File: src/rtl/i2c_tgt_pkg.sv
package i2c_tgt_pkg;
  typedef enum logic [2:0] {
    ST_IDLE,
    ST_ADDR,
    ST_WRITE,
    ST_READ,
    ST_IGNORE
  } tgt_state_e;
endpackage

File: src/rtl/i2c_tgt_line_mon.sv
module i2c_tgt_line_mon #(
  parameter int SYNC_STAGES = 2
) (
  input  logic clk_i,
  input  logic rst_ni,
  input  logic scl_i,
  input  logic sda_i,
  output logic scl_o,
  output logic scl_rise_o,
  output logic scl_fall_o,
  output logic sda_o,
  output logic start_o,
  output logic stop_o
);
  logic [SYNC_STAGES-1:0] scl_sync, sda_sync;
  logic scl_d, sda_d;

  generate
    if (SYNC_STAGES == 1) begin : g_single
      always_ff @(posedge clk_i or negedge rst_ni) begin
        if (!rst_ni) begin
          scl_sync <= '1;
          sda_sync <= '1;
        end else begin
          scl_sync <= scl_i;
          sda_sync <= sda_i;
        end
      end
    end else begin : g_chain
      always_ff @(posedge clk_i or negedge rst_ni) begin
        if (!rst_ni) begin
          scl_sync <= '1;
          sda_sync <= '1;
        end else begin
          scl_sync <= {scl_sync[SYNC_STAGES-2:0], scl_i};
          sda_sync <= {sda_sync[SYNC_STAGES-2:0], sda_i};
        end
      end
    end
  endgenerate

  assign scl_o = scl_sync[SYNC_STAGES-1];
  assign sda_o = sda_sync[SYNC_STAGES-1];

  always_ff @(posedge clk_i or negedge rst_ni) begin
    if (!rst_ni) begin
      scl_d <= 1'b1;
      sda_d <= 1'b1;
    end else begin
      scl_d <= scl_o;
      sda_d <= sda_o;
    end
  end

  assign scl_rise_o = scl_o & ~scl_d;
  assign scl_fall_o = ~scl_o & scl_d;
  // SDA edge while SCL stays high
  assign start_o = scl_o & scl_d & sda_d & ~sda_o;
  assign stop_o  = scl_o & scl_d & ~sda_d & sda_o;
endmodule

File: src/rtl/i2c_tgt_regs.sv
module i2c_tgt_regs #(
  parameter int NUM_REGS = 16,
  parameter int DATA_W   = 8,
  localparam int PTR_W   = $clog2(NUM_REGS)
) (
  input  logic              clk_i,
  input  logic              rst_ni,
  input  logic              we_i,
  input  logic [PTR_W-1:0]  waddr_i,
  input  logic [DATA_W-1:0] wdata_i,
  input  logic [PTR_W-1:0]  raddr_i,
  output logic [DATA_W-1:0] rdata_o
);
  logic [DATA_W-1:0] mem_q [NUM_REGS];

  always_ff @(posedge clk_i or negedge rst_ni) begin
    if (!rst_ni) begin
      for (int i = 0; i < NUM_REGS; i++) mem_q[i] <= '0;
    end else if (we_i) begin
      mem_q[waddr_i] <= wdata_i;
    end
  end

  assign rdata_o = mem_q[raddr_i];
endmodule

File: src/rtl/i2c_tgt_ctrl.sv
module i2c_tgt_ctrl
  import i2c_tgt_pkg::*;
#(
  parameter logic [6:0] OWN_ADDR = 7'h42,
  parameter int         PTR_W    = 4
) (
  input  logic             clk_i,
  input  logic             rst_ni,
  input  logic             scl_rise_i,
  input  logic             scl_fall_i,
  input  logic             sda_i,
  input  logic             start_i,
  input  logic             stop_i,
  input  logic             gc_en_i,
  input  logic             ready_i,
  input  logic [7:0]       rdata_i,
  output logic [PTR_W-1:0] ptr_o,
  output logic             we_o,
  output logic [PTR_W-1:0] waddr_o,
  output logic [7:0]       wdata_o,
  output logic             sda_oe_o,
  output logic             scl_oe_o,
  output logic             gc_valid_o,
  output logic [7:0]       gc_data_o,
  output tgt_state_e       state_o
);
  tgt_state_e       state_q;
  logic [3:0]       bit_cnt_q;
  logic [7:0]       rx_q, tx_q;
  logic [PTR_W-1:0] ptr_q;
  logic             rw_q, gc_q, ptr_pend_q, m_nack_q;

  logic addr_hit, gc_hit, active;
  assign addr_hit = (rx_q[7:1] == OWN_ADDR);
  assign gc_hit   = gc_en_i && (rx_q == 8'h00);
  assign active   = (state_q == ST_ADDR) || (state_q == ST_WRITE) || (state_q == ST_READ);

  always_ff @(posedge clk_i or negedge rst_ni) begin
    if (!rst_ni) begin
      state_q    <= ST_IDLE;
      bit_cnt_q  <= '0;
      rx_q       <= '0;
      tx_q       <= '0;
      ptr_q      <= '0;
      rw_q       <= 1'b0;
      gc_q       <= 1'b0;
      ptr_pend_q <= 1'b0;
      m_nack_q   <= 1'b0;
      sda_oe_o   <= 1'b0;
      scl_oe_o   <= 1'b0;
      we_o       <= 1'b0;
      waddr_o    <= '0;
      wdata_o    <= '0;
      gc_valid_o <= 1'b0;
      gc_data_o  <= '0;
    end else begin
      we_o       <= 1'b0;
      gc_valid_o <= 1'b0;
      if (scl_oe_o && ready_i) scl_oe_o <= 1'b0;
      if (start_i) begin
        state_q   <= ST_ADDR;
        bit_cnt_q <= '0;
        sda_oe_o  <= 1'b0;
        scl_oe_o  <= 1'b0;
      end else if (stop_i) begin
        state_q   <= ST_IDLE;
        bit_cnt_q <= '0;
        sda_oe_o  <= 1'b0;
        scl_oe_o  <= 1'b0;
      end else if (active && scl_rise_i) begin
        if (bit_cnt_q < 4'd8) rx_q <= {rx_q[6:0], sda_i};
        else if (state_q == ST_READ) m_nack_q <= sda_i;
        bit_cnt_q <= bit_cnt_q + 4'd1;
      end else if (active && scl_fall_i) begin
        if (bit_cnt_q == 4'd8) begin
          // entering the ACK slot
          unique case (state_q)
            ST_ADDR: begin
              if (addr_hit || gc_hit) begin
                sda_oe_o <= 1'b1;
                rw_q     <= rx_q[0];
                gc_q     <= gc_hit;
              end else begin
                state_q <= ST_IGNORE;
              end
            end
            ST_WRITE: begin
              sda_oe_o <= 1'b1;
              if (gc_q) begin
                gc_valid_o <= 1'b1;
                gc_data_o  <= rx_q;
              end else if (ptr_pend_q) begin
                ptr_q      <= rx_q[PTR_W-1:0];
                ptr_pend_q <= 1'b0;
              end else begin
                we_o    <= 1'b1;
                waddr_o <= ptr_q;
                wdata_o <= rx_q;
                ptr_q   <= ptr_q + 1'b1;
              end
            end
            default: begin
              sda_oe_o <= 1'b0;
              ptr_q    <= ptr_q + 1'b1;
            end
          endcase
        end else if (bit_cnt_q == 4'd9) begin
          // leaving the ACK slot
          bit_cnt_q <= '0;
          scl_oe_o  <= !ready_i;
          unique case (state_q)
            ST_ADDR: begin
              if (rw_q) begin
                state_q  <= ST_READ;
                tx_q     <= rdata_i;
                sda_oe_o <= ~rdata_i[7];
              end else begin
                state_q    <= ST_WRITE;
                ptr_pend_q <= 1'b1;
                sda_oe_o   <= 1'b0;
              end
            end
            ST_WRITE: sda_oe_o <= 1'b0;
            default: begin
              if (m_nack_q) begin
                state_q  <= ST_IGNORE;
                sda_oe_o <= 1'b0;
                scl_oe_o <= 1'b0;
              end else begin
                tx_q     <= rdata_i;
                sda_oe_o <= ~rdata_i[7];
              end
            end
          endcase
        end else if (state_q == ST_READ) begin
          tx_q     <= {tx_q[6:0], 1'b0};
          sda_oe_o <= ~tx_q[6];
        end
      end
    end
  end

  assign ptr_o   = ptr_q;
  assign state_o = state_q;
endmodule

File: src/rtl/i2c_regfile_target.sv
module i2c_regfile_target
  import i2c_tgt_pkg::*;
#(
  parameter logic [6:0] OWN_ADDR    = 7'h42,
  parameter int         NUM_REGS    = 16,
  parameter int         SYNC_STAGES = 2,
  localparam int        PTR_W       = $clog2(NUM_REGS)
) (
  input  logic       clk_i,
  input  logic       rst_ni,
  input  logic       scl_i,
  input  logic       sda_i,
  input  logic       gc_en_i,
  input  logic       ready_i,
  output logic       sda_oe_o,
  output logic       scl_oe_o,
  output logic       gc_valid_o,
  output logic [7:0] gc_data_o
);
  logic             scl_s, sda_s, scl_rise, scl_fall, start_s, stop_s;
  logic             we;
  logic [PTR_W-1:0] waddr, ptr;
  logic [7:0]       wdata, rdata;
  tgt_state_e       state_s;

  i2c_tgt_line_mon #(.SYNC_STAGES(SYNC_STAGES)) u_line (
    .clk_i, .rst_ni, .scl_i, .sda_i,
    .scl_o(scl_s), .scl_rise_o(scl_rise), .scl_fall_o(scl_fall),
    .sda_o(sda_s), .start_o(start_s), .stop_o(stop_s)
  );

  i2c_tgt_regs #(.NUM_REGS(NUM_REGS), .DATA_W(8)) u_regs (
    .clk_i, .rst_ni, .we_i(we), .waddr_i(waddr), .wdata_i(wdata),
    .raddr_i(ptr), .rdata_o(rdata)
  );

  i2c_tgt_ctrl #(.OWN_ADDR(OWN_ADDR), .PTR_W(PTR_W)) u_ctrl (
    .clk_i, .rst_ni, .scl_rise_i(scl_rise), .scl_fall_i(scl_fall),
    .sda_i(sda_s), .start_i(start_s), .stop_i(stop_s),
    .gc_en_i, .ready_i, .rdata_i(rdata), .ptr_o(ptr),
    .we_o(we), .waddr_o(waddr), .wdata_o(wdata),
    .sda_oe_o, .scl_oe_o, .gc_valid_o, .gc_data_o, .state_o(state_s)
  );
endmodule

File: config.mk
export PLATFORM = sky130hd
export DESIGN_NAME = i2c_regfile_target
export DESIGN_NICKNAME = d
export VERILOG_FILES = /design/src/rtl/i2c_tgt_pkg.sv /design/src/rtl/i2c_tgt_line_mon.sv /design/src/rtl/i2c_tgt_regs.sv /design/src/rtl/i2c_tgt_ctrl.sv /design/src/rtl/i2c_regfile_target.sv
export SDC_FILE = /design/constraint.sdc
export NUM_CORES = 1
export LEC_CHECK = 0
export BUFFER_PORTS_ARGS = -buffer_cell sky130_fd_sc_hd__buf_2
export CORE_AREA = 2 2 130 132
export DETAILED_ROUTE_END_ITERATION = 10
export DIE_AREA = 0 0 132 134
export PLACE_DENSITY = 0.7
export SYNTH_ARGS = -nofsm -noshare
export SYNTH_HDL_FRONTEND = slang
export SYNTH_SLANG_ARGS = --single-unit
File: constraint.sdc
create_clock -name clk_i -period 2.4 [get_ports clk_i]
set_input_delay 0.24 -clock clk_i [delete_from_list [all_inputs] [get_ports clk_i]]
set_output_delay 0.24 -clock clk_i [all_outputs]
set_load 0.1 [all_outputs]
**Yosys cells after proc, flatten, opt, wreduce, memory -nomap -nowiden**

Index checks and enable logic that the tools add are counted.

- Add/sub/neg operators: 2
- $lt $le $gt $ge: 4
- Equality and inequality tests: 19
- Muxes and demuxes: 73
- Bitwise operators: 23
- Reductions and logical operators: 31

Operators by type and width:

| cell | count |
|---|---|
| $bwmux W128 | 1 |
| $mux W1 | 41 |
| $bmux W8 S4 | 1 |
| $demux W8 S4 | 1 |
| $mux W4 | 8 |
| $mux W7 | 4 |
| $reduce_and A7 Y1 | 4 |
| $mux W3 | 9 |
| $mux W8 | 3 |
| $reduce_and A9 Y1 | 2 |
| $reduce_bool A4 Y1 | 4 |
| $not A1 Y1 | 14 |
| $pmux W7 S2 | 1 |
| $ge A5 B5 Y1 const B | 2 |
| $not A4 Y5 | 2 |
| $add A4 B1 Y4 const B | 2 |
| $eq A4 B4 Y1 const B | 2 |
| $logic_not A8 Y1 | 1 |
| $ne A2 B2 Y1 const B | 4 |
| $ne A4 B3 Y1 const B | 2 |
| $ne A4 B4 Y1 const B | 2 |
| $pmux W4 S2 | 1 |
| $reduce_and A4 Y1 | 2 |
| $reduce_and A8 Y1 | 1 |
| other kinds (21) | 38 |

- Register bits after elaboration: 188
- Input port bits: 6
- Output and inout bits: 11
- Word-level logic and storage cells: 188

**Logic depth before layout (Yosys ltp)**

Gate-level depths: netlist (run 1).

- Depth in word-level cells: 13
- Mapped depth: 8
- Depth with buffers taken out: 7

**Hierarchy**

A second synthesis (run 1) with hierarchy kept.

- Cell total of the unflattened synthesis: 605
- Area total of the unflattened synthesis: 8817.2 um^2

Modules (own cells, without submodules):

| module | instances | cells an instance | area each (um^2) | seq. area each (um^2) |
|---|---|---|---|---|
| i2c_tgt_regs | 1 | 365 | 5915.7 | 3203.1 |
| i2c_tgt_ctrl | 1 | 230 | 2711.4 | 1351.3 |
| i2c_tgt_line_mon | 1 | 10 | 190.2 | 157.7 |

**Worst setup path before layout (run 1)**

Ideal clock, no wire load.

- Path type: register to register
- Start: reg u_ctrl.bit_cnt_q[0]
- End: reg u_ctrl.waddr_o[3]
- Setup time: 125 ps
- Data arrival time: 1895 ps
- Data required time: 2275 ps
- Slack: 380 ps
- Stages on the path, launching flop included: 9
- Buffers on the path: 1
- Period minus slack after synthesis: 2020 ps
- Path through: dfrtp_1 > inv_1 > ha_1 > and3b_1 > and2_1 > nand2_1 > nor3_4 > buf_4 > mux2_2

- Word-level cells in the longest chain between the ends: 2

Ends and longest elaborated chain:

| what | line | source |
|---|---|---|
| start, declared | i2c_tgt_ctrl.sv:28 | `logic [3:0] bit_cnt_q;` |
| start signal, assigned | i2c_tgt_ctrl.sv:73 | `bit_cnt_q <= bit_cnt_q + 4'd1;` |
| $eq A4 B4 Y1 | i2c_tgt_ctrl.sv:75 | `if (bit_cnt_q == 4'd8) begin` |
| $reduce_and A8 Y1 (no source line) | n/a |  |
| end signal, assigned | i2c_tgt_ctrl.sv:97 | `waddr_o <= ptr_q;` |
| end, declared | i2c_tgt_ctrl.sv:19 | `output logic [PTR_W-1:0] waddr_o,` |

No other way between the ends.
A chain may end at the register's enable or synchronous reset.

**Final worst setup path (run 1)**

- Start: reg u_ctrl.ptr_q[0] (netlist: u_ctrl.ptr_o[0])
- End: reg u_ctrl.tx_q[6]

- Word-level cells in the longest chain between the ends: 7
- Elaborated cells on any way between the ends: 8
- Those cells by class: 7 x mux; 1 x bitwise

Ends and longest elaborated chain:

| what | line | source |
|---|---|---|
| start, declared | i2c_tgt_ctrl.sv:30 | `logic [PTR_W-1:0] ptr_q;` |
| start signal, assigned | i2c_tgt_ctrl.sv:93 | `ptr_q <= rx_q[PTR_W-1:0];` |
| start signal, assigned | i2c_tgt_ctrl.sv:99 | `ptr_q <= ptr_q + 1'b1;` |
| start signal, assigned | i2c_tgt_ctrl.sv:104 | `ptr_q <= ptr_q + 1'b1;` |
| $not A4 Y5 (implied by the code) * | i2c_tgt_regs.sv:24 | `assign rdata_o = mem_q[raddr_i];` |
| $bmux W8 S4 * | i2c_tgt_regs.sv:24 |  |
| $mux W8 (implied by the code) * (2 in a row) | i2c_tgt_regs.sv:24 |  |
| $mux W7, on equally long branches | i2c_tgt_ctrl.sv:125, i2c_tgt_ctrl.sv:113 |  |
| $pmux W7 S2 * | i2c_tgt_ctrl.sv:111 | `unique case (state_q)` |
| $mux W7 * | i2c_tgt_ctrl.sv:107 | `end else if (bit_cnt_q == 4'd9) begin` |
| end signal, assigned | i2c_tgt_ctrl.sv:115 | `tx_q <= rdata_i;` |
| end signal, assigned | i2c_tgt_ctrl.sv:130 | `tx_q <= rdata_i;` |
| end signal, assigned | i2c_tgt_ctrl.sv:136 | `tx_q <= {tx_q[6:0], 1'b0};` |
| end, declared | i2c_tgt_ctrl.sv:29 | `logic [7:0] rx_q, tx_q;` |

Mark *: on every way between the ends. The rest lies on a longest branch, timed or not. The select of a mux whose other input is x is not followed.

==> results of run 1 <==
sequential cells by signal, summed over array words and instances, names as in the netlist:
name               flops
u_ctrl.bit_cnt_q       4
u_ctrl.gc_data_o       8
u_ctrl.gc_q            1
u_ctrl.gc_valid_o      1
u_ctrl.m_nack_q        1
u_ctrl.ptr_o           4
u_ctrl.ptr_pend_q      1
u_ctrl.rw_q            1
u_ctrl.rx_q            8
u_ctrl.scl_oe_o        1
u_ctrl.sda_oe_o        1
u_ctrl.state_o         3
u_ctrl.tx_q            7
u_ctrl.waddr_o         4
u_ctrl.wdata_o         8
u_ctrl.we_o            1
u_line.scl_d           1
u_line.scl_sync        2
u_line.sda_d           1
u_line.sda_sync        2
u_regs.mem_q         128
per-layer routing:
metal / vias to the layer above / global-route usage [%] / part of all wire, %
li1: 2466 / - / -
met1: 2894 / 32.7 / 45
met2: 130 / 40.1 / 50
met3: 28 / 4.46 / 4.0
met4: 0 / 7.73 / 1.8
met5: - / 0 / 0
cells by family after synthesis:
logic type | share of synthesized area [%]
AOI/OAI and AO/OA | 4.89
adders and majority gates | 0.571
and+or+nand+nor | 8.80
muxes | 29.5
DFF | 53.7
buffers and inverters | 2.13
xor gates and xnor gates | 0.400
final timing paths:
kind,end,slack [ps],cells past startpoint
worst max-delay path,u_ctrl.tx_q[6],200,5
worst min register to register,u_line.scl_sync[1],360,0
worst max register to register,u_ctrl.tx_q[6],200,5
worst min-delay path,u_ctrl.gc_q,190,3
min in group asynchronous,u_ctrl.state_o[2],350,2
max in group asynchronous,u_regs.mem_q[58],1280,3
metrics by stage:
step | hold slack (ps) | utilization [%] | cell area (um^2) | setup WS (ps) | total power, mW
after detailed placement | 242 | 56.7 | 9240 | 259 | 3.84
after global placement | 227 | 56.7 | 9240 | 291 | 3.81
after global routing | 178 | 60.6 | 9870 | 100 | 6.87
after CTS | 181 | 60.6 | 9870 | 230 | 6.68
after floorplan | -55.6 | - | 8770 | 380 | 3.65
final | 188 | 60.6 | 9870 | 202 | 6.63
worst max-delay path: stages (launching register included):
cell and delay, ps:
dfrtp_1 530, buf_4 230, mux4_1 560, o32ai_1 350, o31ai_1 140, mux2_2 270
synth_stat cells, types with 3 or more instances:
library cell,instances
and2_1,3
nand3_1,21
mux4_1,5
a21oi_1,5
buf_2,11
nand2b_1,7
mux2_2,164
inv_1,6
nand3b_1,8
mux4_2,3
dfrtp_1,182
nand2_1,36
ha_1,4
o21ai_0,7
buf_6,3
clkbuf_1,16
mux2i_1,54
nor2_1,26
nand4_1,6
a22o_1,5
nor3_1,7
dfstp_2,6
a22oi_1,14
nor2b_1,6
where the power goes:
part | leakage [nW] | internal [mW] | switching [mW]
clock network | 0.295 | 1.63 | 1.21
logic | 1.74 | 0.150 | 0.217
registers | 2.58 | 3.26 | 0.164
final cells by class:
cell class | count | area share [%]
clock inverters | 11 | 1.34
multi-input cells | 430 | 39.2
repair buffers | 47 | 3.97
inverters | 6 | 0.228
flip-flops and latches | 188 | 47.7
clock buffers | 20 | 4.73
well taps | 220 | 2.79
timing repair:
action,in CTS,in global routing
hold buffers,4,0
setup buffers,0,0
setup endpoints to repair,0,0
hold endpoints to repair,55,0
==> run metrics, run 1 <==
htree depth=4; largest cells by area after synthesis=dfrtp_1 (52%), mux2_2 (21%), mux2i_1 (6.2%); HPWL after DPL=13.5 mm; Syn-to-layout area delta=12.6%; Resize count post-CTS=0; DR vias=5518; sequential share of the synthesized area=53.7%; Tcrit/Tclk final=91.6%; number of synthesized flops with an enable pin=0; area of the multi-input gates=0.00387 mm^2; Initial Utilization=53.8%; root buf cell=clkbuf_16; pin count of the biggest net entering global routing=66; ys async rst share=100%; CTS tree=done; Ports=17; HP Class=input pin to flip-flop; 1st-iter DRT viols=450; Inserted Clock Buffers=17; Worst EP arrival=2510 ps; CTS clk-pin slew, worst paths=70 ps; RSZ-0062 raised after global routing=false; Distinct cells, synth=57; final setup fails=0; Warnings, synthesis=0; Cells after Synth=656; commonest non-fill, non-tap cell in the layout=dfrtp_1; layout cell share with drive strength beyond 1=37.6%; most frequent cells in the layout=dfrtp_1 (181), mux2_2 (164), mux2i_1 (54); Final Non-Filler Cells=922; Crit Path Max Fanout=8; r2r startpoint=u_ctrl.ptr_o[0]; area leader, netlist=dfrtp_1; Register Area=0.00471 mm^2; Detailed Route WL=20.3 mm; Die Span Y=134 um; Final nets=700; Die X-Extent=132 um; WL/cell=22.0 um; first-pass GRT wire length=32.4 mm; Worst Path Required=2720 ps; initial antenna violation count=0; dpl cells=887; Fin. Hold Viols=0; # Max-Cap Violations=0; CP startpoint=u_ctrl.ptr_o[0]; critical path launch point type=flip-flop; drt pass-1 iters=5; clock latency on the worst-skew pair=430 ps; hold wc startpoint=gc_en_i; Pins Over Slew Limit=0; Max Fclk=0.455 GHz; Slew HR=44.9%; min Tclk post-route=2200 ps; Setup Skew=9.88 ps; share of the synthesized area in the top cell type=51.9%; DRC viols=0; GP Congestion=0.868; synthesized cell area=0.00877 mm^2; Port Buf Inserts=16; via density per instance=5.98; Avg Cell Area, Syn=13.4 um^2; Leak Pwr=4.61 nW; vias in the first global route=5839; Die Area=0.0177 mm^2; clk sink count=188; Worst Setup Path Type=flip-flop to flip-flop; Tot GR Track Use=24.2%; Main synth FF type=dfrtp_1; core area=0.0163 mm^2; Fill cells=1258; Setup crit end kind=flip-flop; Least-Margin Pin Slew=827 ps; row cnt=47; Pwr Density=672 mW/mm^2; Remaining Overflow, GRT=0; Max Buffers Root-to-Sink=2; Antenna Nets Post-Route=0; status=complete, no violations; Max VDD drop=518 uV; FF+latch count, synth=188; setup TNS=0 ps; diode count=0; Syn Nets=666
Note: power is estimated with default switching activity, not from simulation.
==> run 2: changes to the inputs <==
Settings changed: SETUP_SLACK_MARGIN set to 0.5.
==> run 2 against run 1 <==
- core utilization increased by 2.6 points
- via count rose by 4.5%
- non-clock buffer count increased by 28
- count of clock-buffer cells in the layout up 1
- clock skew down 1.5 ps
- critical path depth rose by 3
- sequential share of layout area fell by 1.8 points
- register-to-register slack improved by 270 ps
- wire length grew 1.3%
- setup slack better by 270 ps
- global-route usage shrank 0.10 points
- critical endpoint is now u_ctrl.wdata_o[6]
- largest power group unchanged
==> run metrics, run 2 (synthesis results as in run 1) <==
Pins Over Slew Limit=0 (unchanged); min Tclk post-route=1930 ps (-271 ps); Worst Path Required=2710 ps (about the same); vias in the first global route=6030 (+3.3%); Least-Margin Pin Slew=722 ps (-105 ps); R2R depth=8 (+3); Die Span Y=134 um (unchanged); Min-Delay Path Depth=3 (unchanged); Remaining Overflow, GRT=0 (unchanged); max reg flops=128 (unchanged); Max VDD drop=457 uV (-12%); area of the multi-input gates=0.00404 mm^2 (+4.4%); CTS tree=done; GP Congestion=0.916 (+5.4%); Worst Hold Slack=152 ps (-35.9 ps); Slew HR=51.8% (+7.0 points); Port Buf Inserts=16 (unchanged); pin count of the biggest net entering global routing=69 (+4.5%); DR vias=5764 (+4.5%); CTS clk-pin slew, worst paths=70 ps (about the same); Net Sw Frac=23.6% (-0.43 points); dpl cells=888 (+0.11%); status=complete, no violations; row cnt=47 (unchanged); final setup fails=0 (unchanged); Ports=17 (unchanged); Worst Setup Path Type=flip-flop to flip-flop; Antenna Nets Post-Route=0 (unchanged); Internal Pwr Total=5.29 mW (+4.9%); Inserted Clock Buffers=17 (unchanged); Setup Skew=8.42 ps (-1.45 ps); CP startpoint=u_ctrl.bit_cnt_q[0]; RSZ-0062 raised after global routing=true; drt pass-1 iters=5 (unchanged); Die Area=0.0177 mm^2 (unchanged); Die X-Extent=132 um (unchanged); first-pass GRT wire length=33.1 mm (+2.1%); total net switching power=1.64 mW (+2.5%); Initial Utilization=53.8% (unchanged); r2r endpoint=u_ctrl.wdata_o[6]; Worst R2R Setup Slack=470 ps (+270 ps); critical path launch point type=flip-flop; clk sink count=188 (unchanged); HP Class=input pin to flip-flop; r2r startpoint=u_ctrl.bit_cnt_q[0]; 1st-iter DRT viols=414 (-8.0%); htree depth=4 (unchanged); Final nets=728 (+4.0%); power share of the clock group=41.8% (-1.1 points); core area=0.0163 mm^2 (unchanged); Pwr Density=672 mW/mm^2 (about the same); Crit Path Max Fanout=7 (-1); Tot GR Track Use=24.1% (-0.10 points); Syn-to-layout area delta=17.4%; HPWL after DPL=13.4 mm (-1.1%); Fill cells=1184 (-5.9%); initial antenna violation count=0 (unchanged); diode count=0 (unchanged); Setup crit end kind=flip-flop; setup TNS=0 ps (unchanged); Reg power frac=49.1% (-2.5 points); root buf cell=clkbuf_16; Max Fclk=0.519 GHz (+14%); Max Buffers Root-to-Sink=2 (unchanged); commonest non-fill, non-tap cell in the layout=dfrtp_1; WL/cell=21.6 um (-1.7%); register with the most flip-flops=u_regs.mem_q; Detailed Route WL=20.5 mm (+1.3%); clock latency on the worst-skew pair=430 ps (about the same); # Max-Cap Violations=0 (unchanged); most frequent cells in the layout=dfrtp_1 (170), mux2_2 (152), mux2i_1 (53); Tcrit/Tclk final=80.3% (-11 points); Worst Setup EP=u_ctrl.wdata_o[6]; DRC viols=0 (unchanged); combinational power share=9.1% (+3.6 points); via density per instance=6.07 (+1.4%); Leak Pwr=4.77 nW (+3.4%); layout cell share with drive strength beyond 1=45.2% (+7.6 points); Register Area=0.00473 mm^2 (+0.35%); Final Non-Filler Cells=950 (+3.0%); Worst EP arrival=2230 ps (-280 ps); Fin. Hold Viols=0 (unchanged)
==> run 2: timing repair <==
action / in CTS / in global routing
hold buffers: 4 / 0
gates resized for setup: 31 / 34
setup endpoints to repair: 39 / 55
buffers inserted: 12 / 14
endpoints found under the hold margin: 67 / 0
cloned: 1 / 0
pin swaps: 5 / 13
==> run 2: power by group through the flow <==
stage               logic, mW  clock network, mW  registers, mW
global placement        0.391                  0           3.46
finish                  0.631               2.89           3.40
detailed placement      0.408                  0           3.47
floorplan               0.260                  0           3.42
global route            0.696               3.09           3.41
CTS                     0.552               2.94           3.38
==> run 2: worst min-delay path by stage <==
stage,from,endpoint
2_1_floorplan,rst_ni,u_ctrl.bit_cnt_q[0]
3_3_place_gp,rst_ni,u_ctrl.rx_q[5]
3_5_place_dp,rst_ni,u_ctrl.rx_q[5]
4_1_cts,gc_en_i,u_ctrl.gc_q
5_1_grt,gc_en_i,u_ctrl.gc_q
6_report,gc_en_i,u_ctrl.gc_q
==> run 2: layout make-up <==
type / instances / area share (%)
multi-input cells: 430 / 39.3
flip-flops and latches: 188 / 45.9
clock inverters: 10 / 1.36
inverters: 6 / 0.219
clock buffers: 21 / 4.57
repair buffers: 75 / 5.98
well taps: 220 / 2.67
==> run 2: metrics by stage <==
step / instance area [um^2] / worst slack [ps] / util (%) / total power, mW
6_report: 10300 / 473 / 63.2 / 6.92
5_1_grt: 10300 / 407 / 63.2 / 7.20
4_1_cts: 10100 / 457 / 61.9 / 6.87
3_5_place_dp: 9240 / 337 / 56.7 / 3.87
3_3_place_gp: 9240 / 408 / 56.7 / 3.85
2_1_floorplan: 8800 / 471 / - / 3.68
==> run 2: worst max-delay path, cell delays in order, from the launching register on <==
cell and delay [ps]:
dfrtp_2 430, inv_2 70, ha_4 150, and3b_2 220, and2_4 170, nand2_4 60, nor3_4 180, buf_6 180
mux2_2 340
==> run 2: metal layers <==
metal | part of all wire [%] | routed length (um) | up-vias | GRT usage (%)
li1 | - | - | 2518 | -
met3 | 5.2 | 1070 | 42 | 4.91
met1 | 43 | 8940 | 3039 | 32.8
met4 | 2.4 | 501 | 0 | 8.03
met2 | 49 | 10000 | 165 | 39.2
met5 | 0 | 0 | - | 0
